==> src/rtl/flash_pe_pkg.sv <==
`timescale 1ns/1ps
package flash_pe_pkg;
    localparam int DQW = 16;

    typedef enum logic [2:0] {
        ST_IDLE, ST_SEQ, ST_RA, ST_RB, ST_RC, ST_RD, ST_ABORT, ST_FIN
    } pe_state_e;

    typedef enum logic [1:0] {V_AGAIN, V_NEXT, V_PASS, V_FAIL} verdict_e;

    typedef enum logic [1:0] {PH_IDLE, PH_SU, PH_PW, PH_HD} bus_phase_e;

    localparam logic [11:0] UNLOCK_A = 12'h555;
    localparam logic [11:0] UNLOCK_B = 12'h2AA;
    localparam logic [15:0] ABORT_WORD = 16'h00F0;

    // {address[11:0], data[15:0]} for step idx of the unlock/command chain
    function automatic logic [27:0] seq_entry(input logic erase, input logic [2:0] idx);
        logic [27:0] e;
        unique case (idx)
            3'd0:    e = {UNLOCK_A, 16'h00AA};
            3'd1:    e = {UNLOCK_B, 16'h0055};
            3'd2:    e = {UNLOCK_A, erase ? 16'h0080 : 16'h00A0};
            3'd3:    e = {UNLOCK_A, 16'h00AA};
            3'd4:    e = {UNLOCK_B, 16'h0055};
            default: e = {UNLOCK_A, 16'h0010};
        endcase
        return e;
    endfunction
endpackage

==> src/rtl/flash_bus_engine.sv <==
`timescale 1ns/1ps
module flash_bus_engine
    import flash_pe_pkg::*;
#(
    parameter int AW   = 19,
    parameter int T_SU = 1,
    parameter int T_PW = 2,
    parameter int T_HD = 1
) (
    input  logic           clk,
    input  logic           rst_n,
    input  logic           req,
    input  logic           req_wr,
    input  logic [AW-1:0]  req_addr,
    input  logic [DQW-1:0] req_data,
    output logic           ack,
    output logic [DQW-1:0] rdata,
    output logic           ce_n,
    output logic           oe_n,
    output logic           we_n,
    output logic [AW-1:0]  addr,
    output logic [DQW-1:0] dq_out,
    output logic           dq_oe,
    input  logic [DQW-1:0] dq_in
);
    localparam int TMAX = (T_SU > T_PW) ? ((T_SU > T_HD) ? T_SU : T_HD)
                                        : ((T_PW > T_HD) ? T_PW : T_HD);
    localparam int CW = $clog2(TMAX + 1);
    localparam logic [CW-1:0] SU_END = CW'(T_SU - 1);
    localparam logic [CW-1:0] PW_END = CW'(T_PW - 1);
    localparam logic [CW-1:0] HD_END = CW'(T_HD - 1);

    typedef struct packed {
        bus_phase_e     ph;
        logic [CW-1:0]  cnt;
        logic           wr;
        logic [AW-1:0]  addr;
        logic [DQW-1:0] data;
        logic [DQW-1:0] rdata;
        logic           ce_n;
        logic           oe_n;
        logic           we_n;
    } eng_t;

    eng_t q, d;

    always_comb begin
        d = q;
        unique case (q.ph)
            PH_IDLE: if (req) begin
                d.ph   = PH_SU;
                d.cnt  = '0;
                d.wr   = req_wr;
                d.addr = req_addr;
                d.data = req_data;
            end
            PH_SU: if (q.cnt == SU_END) begin
                d.ph   = PH_PW;
                d.cnt  = '0;
                d.ce_n = 1'b0;
                d.we_n = !q.wr;
                d.oe_n = q.wr;
            end else d.cnt = q.cnt + 1'b1;
            PH_PW: if (q.cnt == PW_END) begin
                d.ph   = PH_HD;
                d.cnt  = '0;
                d.ce_n = 1'b1;
                d.we_n = 1'b1;
                d.oe_n = 1'b1;
                if (!q.wr) d.rdata = dq_in;
            end else d.cnt = q.cnt + 1'b1;
            default: if (q.cnt == HD_END) begin
                d.ph = PH_IDLE;
                d.wr = 1'b0;
            end else d.cnt = q.cnt + 1'b1;
        endcase
    end

    always_ff @(posedge clk or negedge rst_n) begin
        if (!rst_n) begin
            q      <= '0;
            q.ph   <= PH_IDLE;
            q.ce_n <= 1'b1;
            q.oe_n <= 1'b1;
            q.we_n <= 1'b1;
        end else begin
            q <= d;
        end
    end

    assign ack    = (q.ph == PH_HD) && (q.cnt == HD_END);
    assign rdata  = q.rdata;
    assign ce_n   = q.ce_n;
    assign oe_n   = q.oe_n;
    assign we_n   = q.we_n;
    assign addr   = q.addr;
    assign dq_out = q.data;
    assign dq_oe  = q.wr && (q.ph != PH_IDLE);
endmodule

==> src/rtl/flash_poll_judge.sv <==
`timescale 1ns/1ps
module flash_poll_judge
    import flash_pe_pkg::*;
(
    input  logic           use_toggle,
    input  logic           need_ones,
    input  logic [1:0]     stage,
    input  logic [DQW-1:0] rd,
    input  logic [DQW-1:0] prev,
    input  logic           want7,
    output verdict_e       verdict
);
    logic     stopped;
    verdict_e settled;

    always_comb begin
        stopped = (rd[6] == prev[6]);
        settled = (need_ones && (rd != '1)) ? V_FAIL : V_PASS;
        verdict = V_AGAIN;
        if (!use_toggle) begin
            if (stage == 2'd0)
                verdict = (rd[7] == want7) ? V_PASS : (rd[5] ? V_NEXT : V_AGAIN);
            else
                verdict = (rd[7] == want7) ? V_PASS : V_FAIL;
        end else begin
            unique case (stage)
                2'd0, 2'd2: verdict = V_NEXT;
                2'd1:       verdict = stopped ? settled : (rd[5] ? V_NEXT : V_AGAIN);
                default:    verdict = stopped ? settled : V_FAIL;
            endcase
        end
    end
endmodule

==> src/rtl/flash_pe_poller.sv <==
`timescale 1ns/1ps
module flash_pe_poller
    import flash_pe_pkg::*;
#(
    parameter int AW        = 19,
    parameter int T_SU      = 1,
    parameter int T_PW      = 2,
    parameter int T_HD      = 1,
    parameter int MAX_POLLS = 4096
) (
    input  logic           clk,
    input  logic           rst_n,
    input  logic           start,
    input  logic           op_erase,
    input  logic           poll_toggle,
    input  logic [AW-1:0]  first_addr,
    input  logic [AW-1:0]  last_addr,
    output logic [AW-1:0]  src_addr,
    input  logic [15:0]    src_data,
    output logic           fl_ce_n,
    output logic           fl_oe_n,
    output logic           fl_we_n,
    output logic [AW-1:0]  fl_addr,
    output logic [15:0]    fl_dq_out,
    output logic           fl_dq_oe,
    input  logic [15:0]    fl_dq_in,
    output logic           busy,
    output logic           done,
    output logic           pass,
    output logic [AW-1:0]  fail_addr
);
    localparam int PCW = $clog2(MAX_POLLS + 1);
    localparam logic [PCW-1:0] POLL_END = PCW'(MAX_POLLS - 1);

    typedef struct packed {
        pe_state_e      st;
        logic [2:0]     idx;
        logic [AW-1:0]  cur;
        logic [DQW-1:0] wdata;
        logic [DQW-1:0] prev;
        logic           erase;
        logic           tog;
        logic           pass;
        logic [PCW-1:0] polls;
        logic [AW-1:0]  fail_addr;
    } ctl_t;

    ctl_t q, d;

    logic           req, req_wr, ack, data_step, polling;
    logic [AW-1:0]  req_addr;
    logic [DQW-1:0] req_data, rdata;
    logic [27:0]    seq;
    logic [1:0]     stage;
    verdict_e       verdict;

    flash_bus_engine #(.AW(AW), .T_SU(T_SU), .T_PW(T_PW), .T_HD(T_HD)) bus_i (
        .clk(clk), .rst_n(rst_n),
        .req(req), .req_wr(req_wr), .req_addr(req_addr), .req_data(req_data),
        .ack(ack), .rdata(rdata),
        .ce_n(fl_ce_n), .oe_n(fl_oe_n), .we_n(fl_we_n),
        .addr(fl_addr), .dq_out(fl_dq_out), .dq_oe(fl_dq_oe), .dq_in(fl_dq_in)
    );

    flash_poll_judge judge_i (
        .use_toggle(q.tog), .need_ones(q.erase), .stage(stage),
        .rd(rdata), .prev(q.prev), .want7(q.wdata[7]), .verdict(verdict)
    );

    always_comb begin
        seq       = seq_entry(q.erase, q.idx);
        data_step = !q.erase && (q.idx == 3'd3);
        polling   = (q.st == ST_RA) || (q.st == ST_RB) || (q.st == ST_RC) || (q.st == ST_RD);
        unique case (q.st)
            ST_RB:   stage = 2'd1;
            ST_RC:   stage = 2'd2;
            ST_RD:   stage = 2'd3;
            default: stage = 2'd0;
        endcase
        req      = (q.st == ST_SEQ) || (q.st == ST_ABORT) || polling;
        req_wr   = (q.st == ST_SEQ) || (q.st == ST_ABORT);
        req_addr = q.cur;
        req_data = '0;
        if (q.st == ST_ABORT) begin
            req_addr = AW'(UNLOCK_A);
            req_data = ABORT_WORD;
        end else if (q.st == ST_SEQ && !data_step) begin
            req_addr = AW'(seq[27:16]);
            req_data = seq[15:0];
        end else if (q.st == ST_SEQ) begin
            req_data = src_data;
        end
    end

    always_comb begin
        d = q;
        unique case (q.st)
            ST_IDLE: if (start) begin
                d.st        = ST_SEQ;
                d.idx       = '0;
                d.cur       = first_addr;
                d.erase     = op_erase;
                d.tog       = op_erase || poll_toggle;
                d.pass      = 1'b0;
                d.fail_addr = '0;
            end
            ST_SEQ: if (ack) begin
                if (data_step) d.wdata = src_data;
                if (q.idx == (q.erase ? 3'd5 : 3'd3)) begin
                    d.st    = ST_RA;
                    d.polls = '0;
                end else d.idx = q.idx + 1'b1;
            end
            ST_RA, ST_RB, ST_RC, ST_RD: if (ack) begin
                d.prev = rdata;
                unique case (verdict)
                    V_NEXT: d.st = (q.st == ST_RA) ? ST_RB : ((q.st == ST_RB) ? ST_RC : ST_RD);
                    V_AGAIN: if (q.polls == POLL_END) begin
                        d.st        = ST_ABORT;
                        d.fail_addr = q.cur;
                    end else begin
                        d.polls = q.polls + 1'b1;
                        d.st    = ST_RA;
                    end
                    V_PASS: if (q.erase || q.cur == last_addr) begin
                        d.st   = ST_FIN;
                        d.pass = 1'b1;
                    end else begin
                        d.cur = q.cur + 1'b1;
                        d.idx = '0;
                        d.st  = ST_SEQ;
                    end
                    default: begin
                        d.st        = ST_ABORT;
                        d.fail_addr = q.cur;
                    end
                endcase
            end
            ST_ABORT: if (ack) d.st = ST_FIN;
            default:  d.st = ST_IDLE;
        endcase
    end

    always_ff @(posedge clk or negedge rst_n) begin
        if (!rst_n) begin
            q    <= '0;
            q.st <= ST_IDLE;
        end else begin
            q <= d;
        end
    end

    assign src_addr  = q.cur;
    assign busy      = (q.st != ST_IDLE);
    assign done      = (q.st == ST_FIN);
    assign pass      = q.pass;
    assign fail_addr = q.fail_addr;
endmodule

==> config.mk <==
export PLATFORM = sky130hd
export DESIGN_NAME = flash_pe_poller
export DESIGN_NICKNAME = d
export VERILOG_FILES = /design/src/rtl/flash_pe_pkg.sv /design/src/rtl/flash_bus_engine.sv /design/src/rtl/flash_poll_judge.sv /design/src/rtl/flash_pe_poller.sv
export SDC_FILE = /design/constraint.sdc
export NUM_CORES = 1
export LEC_CHECK = 0
export ABC_AREA = 1
export BUFFER_PORTS_ARGS = -buffer_cell sky130_fd_sc_hd__buf_4
export CAP_MARGIN = 20
export CORE_AREA = 2 2 132 134
export CTS_BUF_LIST = sky130_fd_sc_hd__clkbuf_4
export DETAILED_ROUTE_END_ITERATION = 8
export DIE_AREA = 0 0 134 136
export PLACE_DENSITY = 0.65
export SETUP_SLACK_MARGIN = 0.05
export SLEW_MARGIN = 20
export SYNTH_ARGS = -nofsm -noshare
export SYNTH_HDL_FRONTEND = slang
export SYNTH_SLANG_ARGS = --single-unit
==> constraint.sdc <==
create_clock -name clk -period 5.4 [get_ports clk]
set_input_delay 0.27 -clock clk [delete_from_list [all_inputs] [get_ports clk]]
set_output_delay 0.27 -clock clk [all_outputs]
set_load 0.05 [all_outputs]
# Word-level counts from Yosys, hierarchy flattened
# Cells that the tools add are included.
# totals
output_inout_bits	80
ff_bits	134
# classes
addsub	4
bitwise	2
mux	61
n_reduce_logical	50
eq_ne	42
# op_table
operator	count
case mux 19 bit (2 select lines)	3
case mux 27 bit (3 select lines)	1
two-way mux 19 bit	4
two-way mux 13 bit	4
two-way mux 25 bit	2
two-way mux 16 bit	3
two-way mux 22 bit	2
two-way mux 40 bit	1
two-way mux 33 bit	1
two-way mux 3 bit	9
case mux 13 bit (2 select lines)	1
two-way mux 2 bit	11
AND reduction 5 bit	4
adder 19 x 1 -> 19 bit (second input constant)	1
== test 19 bit	1
inequality test 2 bit (second input constant)	9
case mux 3 bit (3 select lines)	2
inequality test 16 bit (second input constant)	1
== test 3 bit (second input constant)	5
adder 13 x 1 -> 13 bit (second input constant)	1
== test 13 x 12 -> 1 bit (second input constant)	1
== test 3 x 2 -> 1 bit (second input constant)	4
two-way mux 6 bit	2
inequality test 2 x 1 -> 1 bit (second input constant)	6
other kinds (31)	80

# Depth between registers and ports, before layout
# logic_depth
depth_word	11
mapped_depth	14

# By module
# A second synthesis with hierarchy kept.
# hier_totals
cells_unflattened	1044
hier_area_um2	8587.0
# modules_own_cells
mod	cells_per_inst	area_per_inst_um2	instances
flash_pe_poller	723	5353.9	1
flash_bus_engine	282	3061.7	1
flash_poll_judge	39	171.4	1

# Worst setup path after synthesis
# No wires, ideal clock.
# synth_timing
path_kind	register to register
startpoint	register q[90] in the netlist's numbering
endpoint	register q, in the netlist src_addr[11]
arrival_time_ps	2169
path_buffers	1
path_stages_with_launch	15
setup_slack_ps	3101
cell_sequence	dfrtp_1 -> inv_1 -> ha_1 -> a21oi_1 -> nand2_1 -> o21ai_0 -> inv_1 -> a21oi_1 -> ha_1 -> nand3_1 -> nand2_2 -> nand2_4 -> buf_6 -> nand2_1 -> o21ai_0
# synth_between
elab_chain_cells	9
# synth_rtl
item	line_no	text
from (decl)	flash_pe_poller.sv:48	ctl_t q, d;
== test 3 bit or == test 3 x 2 -> 1 bit (tied branches)	flash_pe_poller.sv:74, flash_pe_poller.sv:97	
case mux 2 bit (3 select lines)	flash_pe_poller.sv:74	unique case (q.st)
== test 2 bit or zero test 2 bit (tied branches)	flash_poll_judge.sv:26, flash_poll_judge.sv:21	
OR reduction 2 bit	flash_poll_judge.sv:26	unique case (stage)
case mux 2 bit (2 select lines)	flash_poll_judge.sv:26	
two-way mux 2 bit	flash_poll_judge.sv:20	if (!use_toggle) begin
== test 2 bit	flash_pe_poller.sv:116	unique case (verdict)
inequality test 2 x 1 -> 1 bit (no source line)	n/a	
AND reduction 5 bit (no source line)	n/a	
# Parallel ways exist; a longest one is shown, timed or not.
# A chain may end at the register's enable or synchronous reset.

# Worst setup path after layout
# layout_timing
startpoint	register q[91] in the netlist's numbering
endpoint	register q, in the netlist fail_addr[8]
# layout_between
elab_chain_cells	11
# layout_rtl
item	line_no	text
== test 3 bit or == test 3 x 2 -> 1 bit (tied branches)	flash_pe_poller.sv:74, flash_pe_poller.sv:97	
case mux 2 bit (3 select lines)	flash_pe_poller.sv:74	
== test 2 bit or zero test 2 bit (tied branches)	flash_poll_judge.sv:26, flash_poll_judge.sv:21	
OR reduction 2 bit	flash_poll_judge.sv:26	
case mux 2 bit (2 select lines)	flash_poll_judge.sv:26	
two-way mux 2 bit	flash_poll_judge.sv:20	
== test 2 bit or == test 2 x 1 -> 1 bit (tied branches)	flash_pe_poller.sv:116	
OR reduction 2 bit (no source line)	n/a	
case mux 19 bit (2 select lines)	flash_pe_poller.sv:116	
two-way mux 33 bit	flash_pe_poller.sv:114	ST_RA, ST_RB, ST_RC, ST_RD: if (ack) begin
case mux 19 bit (2 select lines)	flash_pe_poller.sv:97	unique case (q.st)
# Parallel ways exist; a longest one is shown, timed or not. The select of a mux whose other input is x is not followed.

==> metrics.md <==
| Metric | Value |
|---|---|
| Worst setup path endpoint | `fail_addr[8]$_DFFE_PN0P_` |
| Clock Path Buffers | `2` |
| Post-route ant nets | `0` |
| # setup viols final | `0` |
| CP max FO | `35` |
| Die width | `134 um` |
| DR vias/cell | `5.058` |
| Number of synthesis warnings | `0` |
| Synthesized net count | `between 1000 and 1500` |
| Clk sinks | `121` |
| Site Rows | `48` |
| Full die area | `between 15000 and 20000 sq um` |
| R2R cell count | `9` |
| Slew headroom | `0.4118` |
| Synth cell types | `49` |
| Final hold violation count | `0` |
| Worst-margin pin slew | `882.3 ps` |
| Static Leak | `4.247 nW` |
| Fraction of registers with async set/reset | `1.000` |
| # Max-Cap Violations | `0` |
| CP Launch Type | `register` |
| Power Dens Cells | `621.3 nW/um^2` |
| Layout cells sized above 1 | `0.2314` |
| Core area | `16880 sq um` |
| Final #Nets | `1133` |
| Post-DP HPWL | `14120 um` |
| Post-cts hold buffer count | `32` |
| Kind of end point of the critical path | `register` |
| Seq/Total Area, Yosys | `0.4060` |
| Worst R2R Start | `q[91]$_DFFE_PN0P_` |
| Minimum clock period | `3051 ps` |
| Total CTS buffers | `17` |
| Predominant post-synthesis flop cell | `dfrtp_1` |
| F_max | `~330 MHz` |
| CTS tree | `done` |
| CP arrival | `between 3000 and 4000 ps` |
| Layout area overhead | `16.32%` |
| Post-synthesis cell count | `just over 900` |
| PortBufs | `around 150` |
| Die Y | `136 um` |
| Hold/Removal Path Class | `primary input to register` |
| CTS Root Cell | `clkbuf_4` |
| Syn avg cell area | `8.012 sq um` |
| 1st-iter DRT viols | `between 400 and 500` |
| Boundary pin count | `between 150 and 200` |
| Post-CTS setup buffers | `0` |
| Min Hold Slack | `approximately 33 ps` |
| GRT Resource Usage Total | `0.2199` |
| Status | `completed` |
| Reg clk slew, reported paths | `110 ps` |
| Fin. max-slew vios | `0` |
| WL/cell | `approximately 15 um` |
| Number of synthesized flops with an enable pin | `0` |
| RSZ-0062 raised after global routing | `false` |
| Global-route wire length before repair | `31240 um` |
| Largest net degree at the start of global routing | `68` |
| Cell area after synthesis | `~7500 sq um` |
| Post-Route WL | `about 19000 um` |
| Initial antenna violation count | `1` |
| Worst-skew pair later-pin latency | `560 ps` |
| Worst VDD drop | `around 0.46 mV` |
| Reg2reg setup slack | `about 2300 ps` |
| Post-layout total power | `5.396 mW` |
| Initial core utilization | `0.4425` |
| Critical path required time | `5890 ps` |
| Tcrit/Tclk final | `0.5650` |
| Non-Filler Instances | `1272` |
| GP Congestion | `0.8700` |
| H-tree depth | `4` |
| Drt first pass iters | `6` |
| Final core occ | `0.5147` |
| GR Overflow Total | `0` |
| Critical path class | `register to register` |
| Skew final | `19.20 ps` |
| Vias | `around 6400` |
| Post-CTS sizing | `0` |
| TNS Setup | `0 ps` |
| DRC viols | `0` |
| Worst Setup SP | `q[91]$_DFFE_PN0P_` |
| #FFs+latches synth | `121` |
| Placed cells | `about 1200` |
| Vias in the first global route | `6050` |
| Reg2reg end | `fail_addr[8]$_DFFE_PN0P_` |
| Filler Cells Inserted | `1633` |
| HP Start | `first_addr[13]` |
[layer usage]
layer | vias up | GRT usage | routed length (um)
met4 | 0 | 0.09102 | 488
met5 | - | 0 | 0
met1 | 2984 | 0.3022 | 8998
met2 | 227 | 0.3353 | 8660
met3 | 33 | 0.05034 | 1269
li1 | 3190 | - | -
[flip-flops by register name, summed over array words and instances, names as in the netlist]
name,count
bus_i.q,5
bus_i.oe_n,1
bus_i.rdata,16
q,23
src_addr,19
bus_i.addr,19
bus_i.dq_out,16
pass,1
bus_i.we_n,1
fail_addr,19
bus_i.ce_n,1
[worst min path at each step]
| stage | endpoint | cells after the start |
|---|---|---|
| 4_1_cts | src_addr[13]$_DFFE_PN0P_ | 3 |
| 6_report | src_addr[13]$_DFFE_PN0P_ | 3 |
| 3_3_place_gp | bus_i.we_n$_DFFE_PN1P_ | 1 |
| 3_5_place_dp | bus_i.rdata[15]$_DFFE_PN0P_ | 1 |
| 5_1_grt | bus_i.dq_out[7]$_DFFE_PN0P_ | 3 |
| 2_1_floorplan | bus_i.addr[0]$_DFFE_PN0P_ | 0 |
[worst max-delay path: stages, from the launching register on]
cell and delay (ps):
dfrtp_1 490, inv_1 150, ha_1 510, inv_2 620, nand2_2 140, a21oi_4 380
nand3b_4 230, nand2_8 230, nor2_1 80, a21oi_1 130
[synthesized netlist by cell type, drive strengths merged (3+ instances only)]
| cell type | instances | area, sq um |
|---|---|---|
| xnor2 | 7 | 61.31 |
| o22ai | 3 | 18.77 |
| nand3 | 41 | 210.2 |
| nor2 | 71 | 276.5 |
| dfrtp | 118 | 2953 |
| clkbuf | 12 | 46.29 |
| o21ai | 78 | 390.4 |
| o31ai | 20 | 160.2 |
| nand2 | 243 | 970.9 |
| dfstp | 3 | 78.83 |
| inv | 82 | 307.8 |
| o21a | 4 | 30.03 |
| mux2 | 15 | 168.9 |
| a21oi | 49 | 279.0 |
| buf | 93 | 711.9 |
| nand4 | 14 | 93.84 |
| o211ai | 3 | 22.52 |
| mux2i | 6 | 60.06 |
| a21boi | 3 | 22.52 |
| or2 | 3 | 18.77 |
| nor3 | 17 | 90.09 |
| ha | 24 | 300.3 |
| xor2 | 12 | 105.1 |
[placed cells by master (no fill, tap or decap), types with 16 or more instances in the layout]
| master | Yosys | layout |
|---|---|---|
| nand2_1 | 233 | 233 |
| ha_1 | 24 | 24 |
| inv_1 | 71 | 71 |
| a21oi_1 | 42 | 42 |
| clkbuf_4 | 0 | 18 |
| dfrtp_1 | 118 | 118 |
| nor3_1 | 16 | 16 |
| o21ai_0 | 70 | 70 |
| dlygate4sd3_1 | 0 | 32 |
| buf_4 | 78 | 156 |
| nand3_1 | 40 | 40 |
| o31ai_1 | 18 | 18 |
| nor2_1 | 69 | 68 |
[layout make-up]
type,instances,area (sq um),share of cell area
clock inverters,13,63.81,0.007347
repair buffers,188,1491,0.1717
inverters,84,316.6,0.03644
flip-flops and latches,121,3032,0.3490
clock buffers,18,135.1,0.01556
multi-input cells,622,3363,0.3872
well taps,225,281.5,0.03241
diodes,1,2.502,0.0002881
[cells by family after synthesis]
kind of cell | count (synthesis) | share of synthesized area
xor gates and xnor gates | 19 | 0.02229
AOI/OAI and AO/OA | 168 | 0.1319
buffers and inverters | 189 | 0.1439
and+or+nand+nor | 390 | 0.2250
muxes | 21 | 0.03066
DFF | 121 | 0.4060
adders and majority gates | 24 | 0.04021
[power by group]
group | switching (mW) | internal, mW
Combinational | 2.22 | 1.01
Sequential | 0.383 | 1.26
Clock | 0.347 | 0.170
Total | 2.95 | 2.44
[per-stage QoR]
step	cell area [sq um]	setup WS (ps)
finish	8686	2349
floorplan	7467	3101
global placement	8162	2219
global route	8686	1962
detailed placement	8162	2167
CTS	8681	2129
(Power assumes the default switching activity.)
